--- src/rtl/loader_pkg.sv ---
package loader_pkg;
    localparam int FRAME_W = 12;
    localparam int DATA_W  = 8;
    localparam int SEL_W   = FRAME_W - DATA_W;
    localparam int NUM_CH  = 12;

    typedef enum logic [1:0] {
        ST_SHIFT  = 2'd0,
        ST_COMMIT = 2'd1,
        ST_HOLD   = 2'd2
    } load_state_t;
endpackage

--- src/rtl/loader_sync.sv ---
module loader_sync #(
    parameter int N = 3
) (
    input  logic         clk,
    input  logic         rst,
    input  logic [N-1:0] async_i,
    output logic [N-1:0] level_o,
    output logic [N-1:0] rise_o
);
    logic [N-1:0] meta_q, sync_q, prev_q;

    for (genvar i = 0; i < N; i++) begin : g_bit
        always_ff @(posedge clk) begin
            if (rst) begin
                meta_q[i] <= 1'b0;
                sync_q[i] <= 1'b0;
                prev_q[i] <= 1'b0;
            end else begin
                meta_q[i] <= async_i[i];
                sync_q[i] <= meta_q[i];
                prev_q[i] <= sync_q[i];
            end
        end
        assign rise_o[i] = sync_q[i] & ~prev_q[i];
    end

    assign level_o = sync_q;
endmodule

--- src/rtl/loader_shift.sv ---
module loader_shift #(
    parameter int W = 12
) (
    input  logic         clk,
    input  logic         rst,
    input  logic         shift_en,
    input  logic         bit_i,
    output logic [W-1:0] word_o
);
    logic [W-1:0] chain_q;

    always_ff @(posedge clk) begin
        if (rst) begin
            chain_q <= '0;
        end else if (shift_en) begin
            chain_q <= {chain_q[W-2:0], bit_i};
        end
    end

    assign word_o = chain_q;
endmodule

--- src/rtl/loader_bank.sv ---
module loader_bank #(
    parameter int NUM_CH = 12,
    parameter int DATA_W = 8,
    parameter int SEL_W  = 4
) (
    input  logic                     clk,
    input  logic                     rst,
    input  logic                     wr_en,
    input  logic [SEL_W-1:0]         sel,
    input  logic [DATA_W-1:0]        data,
    output logic [NUM_CH*DATA_W-1:0] chan_o
);
    logic [DATA_W-1:0] reg_q [NUM_CH];

    for (genvar c = 0; c < NUM_CH; c++) begin : g_ch
        localparam logic [SEL_W-1:0] CODE = SEL_W'(c + 1);
        always_ff @(posedge clk) begin
            if (rst) begin
                reg_q[c] <= '0;
            end else if (wr_en && (sel == CODE)) begin
                reg_q[c] <= data;
            end
        end
        assign chan_o[c*DATA_W +: DATA_W] = reg_q[c];
    end
endmodule

--- src/rtl/serial_chan_loader.sv ---
module serial_chan_loader
    import loader_pkg::*;
#(
    parameter int P_FRAME_W = FRAME_W,
    parameter int P_DATA_W  = DATA_W,
    parameter int P_NUM_CH  = NUM_CH
) (
    input  logic                         clk,
    input  logic                         rst,
    input  logic                         ser_data_i,
    input  logic                         ser_clk_i,
    input  logic                         ser_load_i,
    output logic                         cascade_o,
    output logic [P_NUM_CH*P_DATA_W-1:0] chan_code_o
);
    localparam int P_SEL_W = P_FRAME_W - P_DATA_W;

    logic [2:0] lvl_w, rise_w;
    logic [P_FRAME_W-1:0] word_w;
    logic [P_SEL_W-1:0]   sel_w;
    logic wr_en;
    load_state_t state_q, state_d;

    loader_sync #(.N(3)) u_sync (
        .clk     (clk),
        .rst     (rst),
        .async_i ({ser_load_i, ser_clk_i, ser_data_i}),
        .level_o (lvl_w),
        .rise_o  (rise_w)
    );

    loader_shift #(.W(P_FRAME_W)) u_shift (
        .clk      (clk),
        .rst      (rst),
        .shift_en (rise_w[1]),
        .bit_i    (lvl_w[0]),
        .word_o   (word_w)
    );

    // select field: D8 is the most significant bit, D11 the least
    for (genvar k = 0; k < P_SEL_W; k++) begin : g_sel
        assign sel_w[k] = word_w[P_FRAME_W-1-k];
    end

    always_ff @(posedge clk) begin
        if (rst) state_q <= ST_SHIFT;
        else     state_q <= state_d;
    end

    always_comb begin
        state_d = state_q;
        wr_en   = 1'b0;
        unique case (state_q)
            ST_SHIFT:  if (rise_w[2]) state_d = ST_COMMIT;
            ST_COMMIT: begin
                wr_en   = 1'b1;
                state_d = lvl_w[2] ? ST_HOLD : ST_SHIFT;
            end
            ST_HOLD:   if (!lvl_w[2]) state_d = ST_SHIFT;
            default:   state_d = ST_SHIFT;
        endcase
    end

    loader_bank #(
        .NUM_CH (P_NUM_CH),
        .DATA_W (P_DATA_W),
        .SEL_W  (P_SEL_W)
    ) u_bank (
        .clk    (clk),
        .rst    (rst),
        .wr_en  (wr_en),
        .sel    (sel_w),
        .data   (word_w[P_DATA_W-1:0]),
        .chan_o (chan_code_o)
    );

    assign cascade_o = word_w[P_FRAME_W-1];
endmodule

--- config.mk ---
export PLATFORM = sky130hd
export DESIGN_NAME = serial_chan_loader
export DESIGN_NICKNAME = d
export VERILOG_FILES = /design/src/rtl/loader_pkg.sv /design/src/rtl/loader_sync.sv /design/src/rtl/loader_shift.sv /design/src/rtl/loader_bank.sv /design/src/rtl/serial_chan_loader.sv
export SDC_FILE = /design/constraint.sdc
export NUM_CORES = 1
export LEC_CHECK = 0
export ABC_AREA = 1
export BUFFER_PORTS_ARGS = -buffer_cell sky130_fd_sc_hd__buf_2
export CORE_MARGIN = 5
export CORE_UTILIZATION = 57
export CTS_CLUSTER_DIAMETER = 50
export DETAILED_ROUTE_END_ITERATION = 7
export PLACE_DENSITY_LB_ADDON = 0.3
export SLEW_MARGIN = 20
export SYNTH_ARGS = -nofsm -noshare
export SYNTH_HDL_FRONTEND = slang
export SYNTH_SLANG_ARGS = --single-unit
--- constraint.sdc ---
create_clock -name clk -period 4 [get_ports clk]
set_input_delay 0 -clock clk [delete_from_list [all_inputs] [get_ports clk]]
set_output_delay 0 -clock clk [all_outputs]
set_load 0.02 [all_outputs]
# Word-level counts from Yosys, hierarchy flattened
# Memory sizes are Yosys's and may differ from the RTL's.
# Cells that the tools add are included.
# totals
reg_bits,22
ramBits,96
in_bits,5
out_inout_bits,97
wordCells,112
mem_count,1
# mem_list
memory,depth,width,rd,rd_clocked_by_memory_dff,write_ports,line_no,text
u_bank.reg_q,12,8,12,0,12,loader_bank.sv:13,logic [DATA_W-1:0] reg_q [NUM_CH];
# classes
eq_ne,16
n_mux,55
n_bitwise,16
reduce_logical,14
# op_table
op,n
2-to-1 mux 8 bit,12
2-to-1 mux 1 bit,39
"== test 4 bit, second input constant",5
"== test 4 x 3 -> 1 bit, second input constant",4
logical AND 1 bit,12
OR 1 bit,12
"== test 4 x 2 -> 1 bit, second input constant",2
2-to-1 mux 2 bit,3
case mux 2 bit (3 select lines),1
"== test 4 x 1 -> 1 bit, second input constant",1
"!= test 2 bit, second input constant",2
bitwise AND 1 bit,2
"== test 2 x 1 -> 1 bit, second input constant",1
"== test 2 bit, second input constant",1
logical NOT 2 bit,1
NOT 1 bit,2
AND reduction 2 bit,1

# Depth between registers and ports, before layout
# logic_depth
ltp_word,7
mapped_depth,6
depth_no_buf,5

# Cells and area by module
# From an unflattened synthesis, not the netlist that was laid out.
# unflattened
cells_unflattened,381
hier_area_um2,4526.8
# by_module_without_submodules
module,instances,cells_each,area_each_um2,seq_area_each_um2
loader_bank,1,261,3671.0,2882.8
loader_shift,1,76,496.7,240.2
loader_sync,1,31,270.3,180.2
serial_chan_loader,1,13,88.8,40.0

# Worst setup path before layout
# Ideal clock, no wire load.
# synth_timing
path_type,register -> register
from,"reg u_shift.chain_q[11], in the netlist u_shift.word_o[11]"
to,"mem u_bank.reg_q[2][0], in the netlist u_bank.reg_q[0][16] (enable)"
setup_ns,0.329
t_arrival_ns,1.099
required_time_ns,3.671
setup_slack_ns,2.572
stages_incl_launch_ff,5
path_buffers,0
period_less_slack_ns,1.428
path_cell_list,dfxtp_1 -> nand2_1 -> nor2_4 -> nand2_1 -> nand2_1
# synth_rtl
element,line_no,text
"start, declared",loader_shift.sv:10,logic [W-1:0] chain_q;
"start signal, assigned",loader_shift.sv:16,"chain_q <= {chain_q[W-2:0], bit_i};"
"end, declared",loader_bank.sv:13,

==> results.toml <==
[yosys]
ys.flop_type = "edfxtp_1"
synth_top_family_by_area = "simple AND/OR/NAND/NOR gates"
synth_xor_area_share_pct = 0
synth_nets = 355
synth-simple-area-share_pct = 19.9
seq_area_frac_synth_pct = 74.9
syn_avg_cell_area_um2 = 12.7
synthDistinctLibCells = 20
async_flop_share_pct = 0
syn_area_um2 = 4440
synthAdderAreaFrac_pct = 0
ys_warn_count = 0
synth_compound_area_share_pct = 1.58
synth_top_area_cell = "edfxtp_1"
synth_top_area_share_pct = 65.0
synthCells = 350
muxShareOfSynthArea_pct = 0
synth_edf_count = 96
synth-seq-cells = 118
synth_area_leaders = "edfxtp_1, nor2_1, dfxtp_1"

[placed_design]
dpl_worst_slack_ns = 2.42
dpl.hpwl_um = 6120
place_area_um2 = 5000
portBuffers = 101
globalplace.congestion = 0.724

[clocking]
cts_buffers = 17
cts_resized = 0
clock_path_buffers = 2
clk_pin_slew_ns = 0.06
cts_sinks = 118
cts_root_buf = "clkbuf_8"
cts_hold_buffers = 7
cts_tree = "built"
postCtsSetupRepairBufs = 0
cts-htree-levels = 4
clk_latency_ns = 0.51

[run]
maxCapViolCount = 0

[critical_path]
critPathMaxFanout = 37
cp.required_ns = 4.15
r2r_end = "u_bank.reg_q[1][22]"
path_class = "input pin to flip-flop"
crit_path_start_kind = "input pin"
path_buf_inv = 3
r2r_slack_ns = 2.40
cp_cell_sequence = "dlygate4sd3_1 -> buf_2 -> inv_2 -> nand2_1"
regToRegStartpoint = "u_shift.word_o[9]"
cp_slowest_cell = "inv_2"
arrival_ns = 1.79
cp_top_family = "buffers and inverters"
reg2regPathDepth = 4
crit_path_end_kind = "flip-flop"
slowest_delay_ns = 0.62

[sta]
period_minus_slack_ns = 1.64
finalSetupViolations = 0
hold_violations = 0
rsz0062_at_grt = "false"
slew_viol_final = 0
post-route-period-util_pct = 40.9
max_freq_mhz = 611
tightest_slew_ns = 0.840
slew_headroom_pct = 43.9
fin_ws_ns = 2.36
hold-worst-slack_ns = 0.294
fin_skew_ns = 0.00810
final.setup.tns_ns = 0

[route]
postRouteAntennaNets = 0
dr.pass1.iters = 4
drcViolationCount = 0
wire_per_inst_um = 16.4
drt_iter0_markers = 156
wl_um = 9470
vias = 2926
viasPerCell = 5.06

[worst_hold_path]
hp-start = "rst"
min_to = "u_sync.level_o[0]"
hold_depth = 3
hp-class = "input pin to flip-flop"

[global_route]
grt_pass1_vias = 2908
grt_max_degree = 38
grt_pass1_wl_um = 15200
overflow = 0
antenna_found_initial = 0
grt_usage_pct = 20.8

[layout]
area_delta_synth_final_pct = 27.1
final_core_util_pct = 73.8
diodes = 0
nets = 468
n_fill_cell = 508
drive_gt1_share_pct = 32.6
fin_area_um2 = 5640

[pwr]
irDropWorstVdd_uv = 309
pwr-share-seq_pct = 46.3
power.static_leakage_nw = 2.22
p_switching_mw = 0.699
pwr-share-comb_pct = 5.6
intPower_mw = 2.29
power_density_nw_per_um2 = 530
p_sw_share_pct = 23.3
p_clk_share_pct = 48.1

[run_status]
status = "complete, no violations"

[die]
die_w_um = 98.2
core_area_um2 = 7650
die-height_um = 98.2
die_area_um2 = 9650
initial_utilization_pct = 58.0
ios = 102
rows = 32
-- cells in the mapped netlist (2+ instances only) --
cell      number
edfxtp_1      96
o21ai_0       13
dfxtp_1       22
nor2_1       127
nor2_8         2
nand2_1       31
inv_2          3
nand3_4        9
clkbuf_1      10
inv_1         22
nor2_4         4
nand3_2        3
-- worst max-delay path by stage --
| stage | startpoint | depth (start not counted) | end |
|---|---|---|---|
| 6_report | rst | 4 | u_bank.reg_q[1][22] |
| 4_1_cts | u_shift.word_o[9] | 4 | u_bank.reg_q[1][16] |
| 3_5_place_dp | u_shift.word_o[9] | 4 | u_bank.reg_q[1][20] |
| 2_1_floorplan | u_shift.word_o[11] | 4 | u_bank.reg_q[0][16] |
| 5_1_grt | rst | 4 | u_bank.reg_q[1][22] |
| 3_3_place_gp | u_shift.word_o[9] | 4 | u_bank.reg_q[1][19] |
-- registers in the layout, summed over array words and instances (netlist names) --
register and flops:
state_q 2, u_shift.word_o 12, u_sync.level_o 3, u_sync.meta_q 3, u_bank.reg_q 96, u_sync.prev_q 2
-- cell families after synthesis --
family,count (synthesis)
AO/OA/AOI/OAI,14
AND/OR/NAND/NOR,179
buffers and inverters,39
flip-flops,118
-- power by group through the flow --
| stage | registers [mW] | clock network, mW | logic [mW] |
|---|---|---|---|
| floorplan | 1.46 | 0 | 0.0633 |
| global placement | 1.41 | 0 | 0.160 |
| detailed placement | 1.41 | 0 | 0.163 |
| CTS | 1.39 | 1.45 | 0.170 |
| global route | 1.39 | 1.51 | 0.181 |
| finish | 1.38 | 1.44 | 0.167 |
-- cells in the final DEF, fill, tap and decap left out --
| cell | count |
|---|---|
| a21oi_1 | 1 |
| buf_2 | 101 |
| bufinv_16 | 2 |
| clkbuf_16 | 16 |
| clkbuf_8 | 1 |
| clkinv_1 | 1 |
| clkinv_2 | 3 |
| clkinv_4 | 3 |
| clkinvlp_4 | 3 |
| dfxtp_1 | 22 |
| dlygate4sd3_1 | 7 |
| edfxtp_1 | 96 |
| inv_1 | 22 |
| inv_2 | 3 |
| inv_6 | 3 |
| nand2_1 | 31 |
| nand2_2 | 1 |
| nand3_2 | 3 |
| nand3_4 | 9 |
| nor2_1 | 127 |
| nor2_2 | 1 |
| nor2_4 | 4 |
| nor2_8 | 2 |
| nor4_1 | 1 |
| o21ai_0 | 13 |
-- worst min-delay path, cell delays in order --
cell	delay (ns)
dlygate4sd3_1	0.53
buf_2	0.18
nor2_1	0.06
-- layer usage --
metal  track usage [%]  wire [um]  vias up
li1                  -          -     1390
met5                 0          0        -
met3              7.29        810        7
met1              24.7       3490     1412
met2              35.9       5090      117
met4              6.09         78        0
-- cell type report --
class,count,area (um^2),share of cell area (%)
tap,102,128,2.26
clock buffer,17,414,7.34
multi-input combinational,193,955,16.9
timing repair buffer,108,576,10.2
inverter,25,93.8,1.66
clock inverter,15,154,2.73
sequential,118,3320,58.9
-- per-stage QoR --
step / power [mW] / std cells
2_1_floorplan: 1.52 / 350
3_3_place_gp: 1.57 / 539
3_5_place_dp: 1.57 / 539
4_1_cts: 3.00 / 578
5_1_grt: 3.08 / 578
6_report: 2.99 / 578
Note: power is estimated with default switching activity, not from simulation.
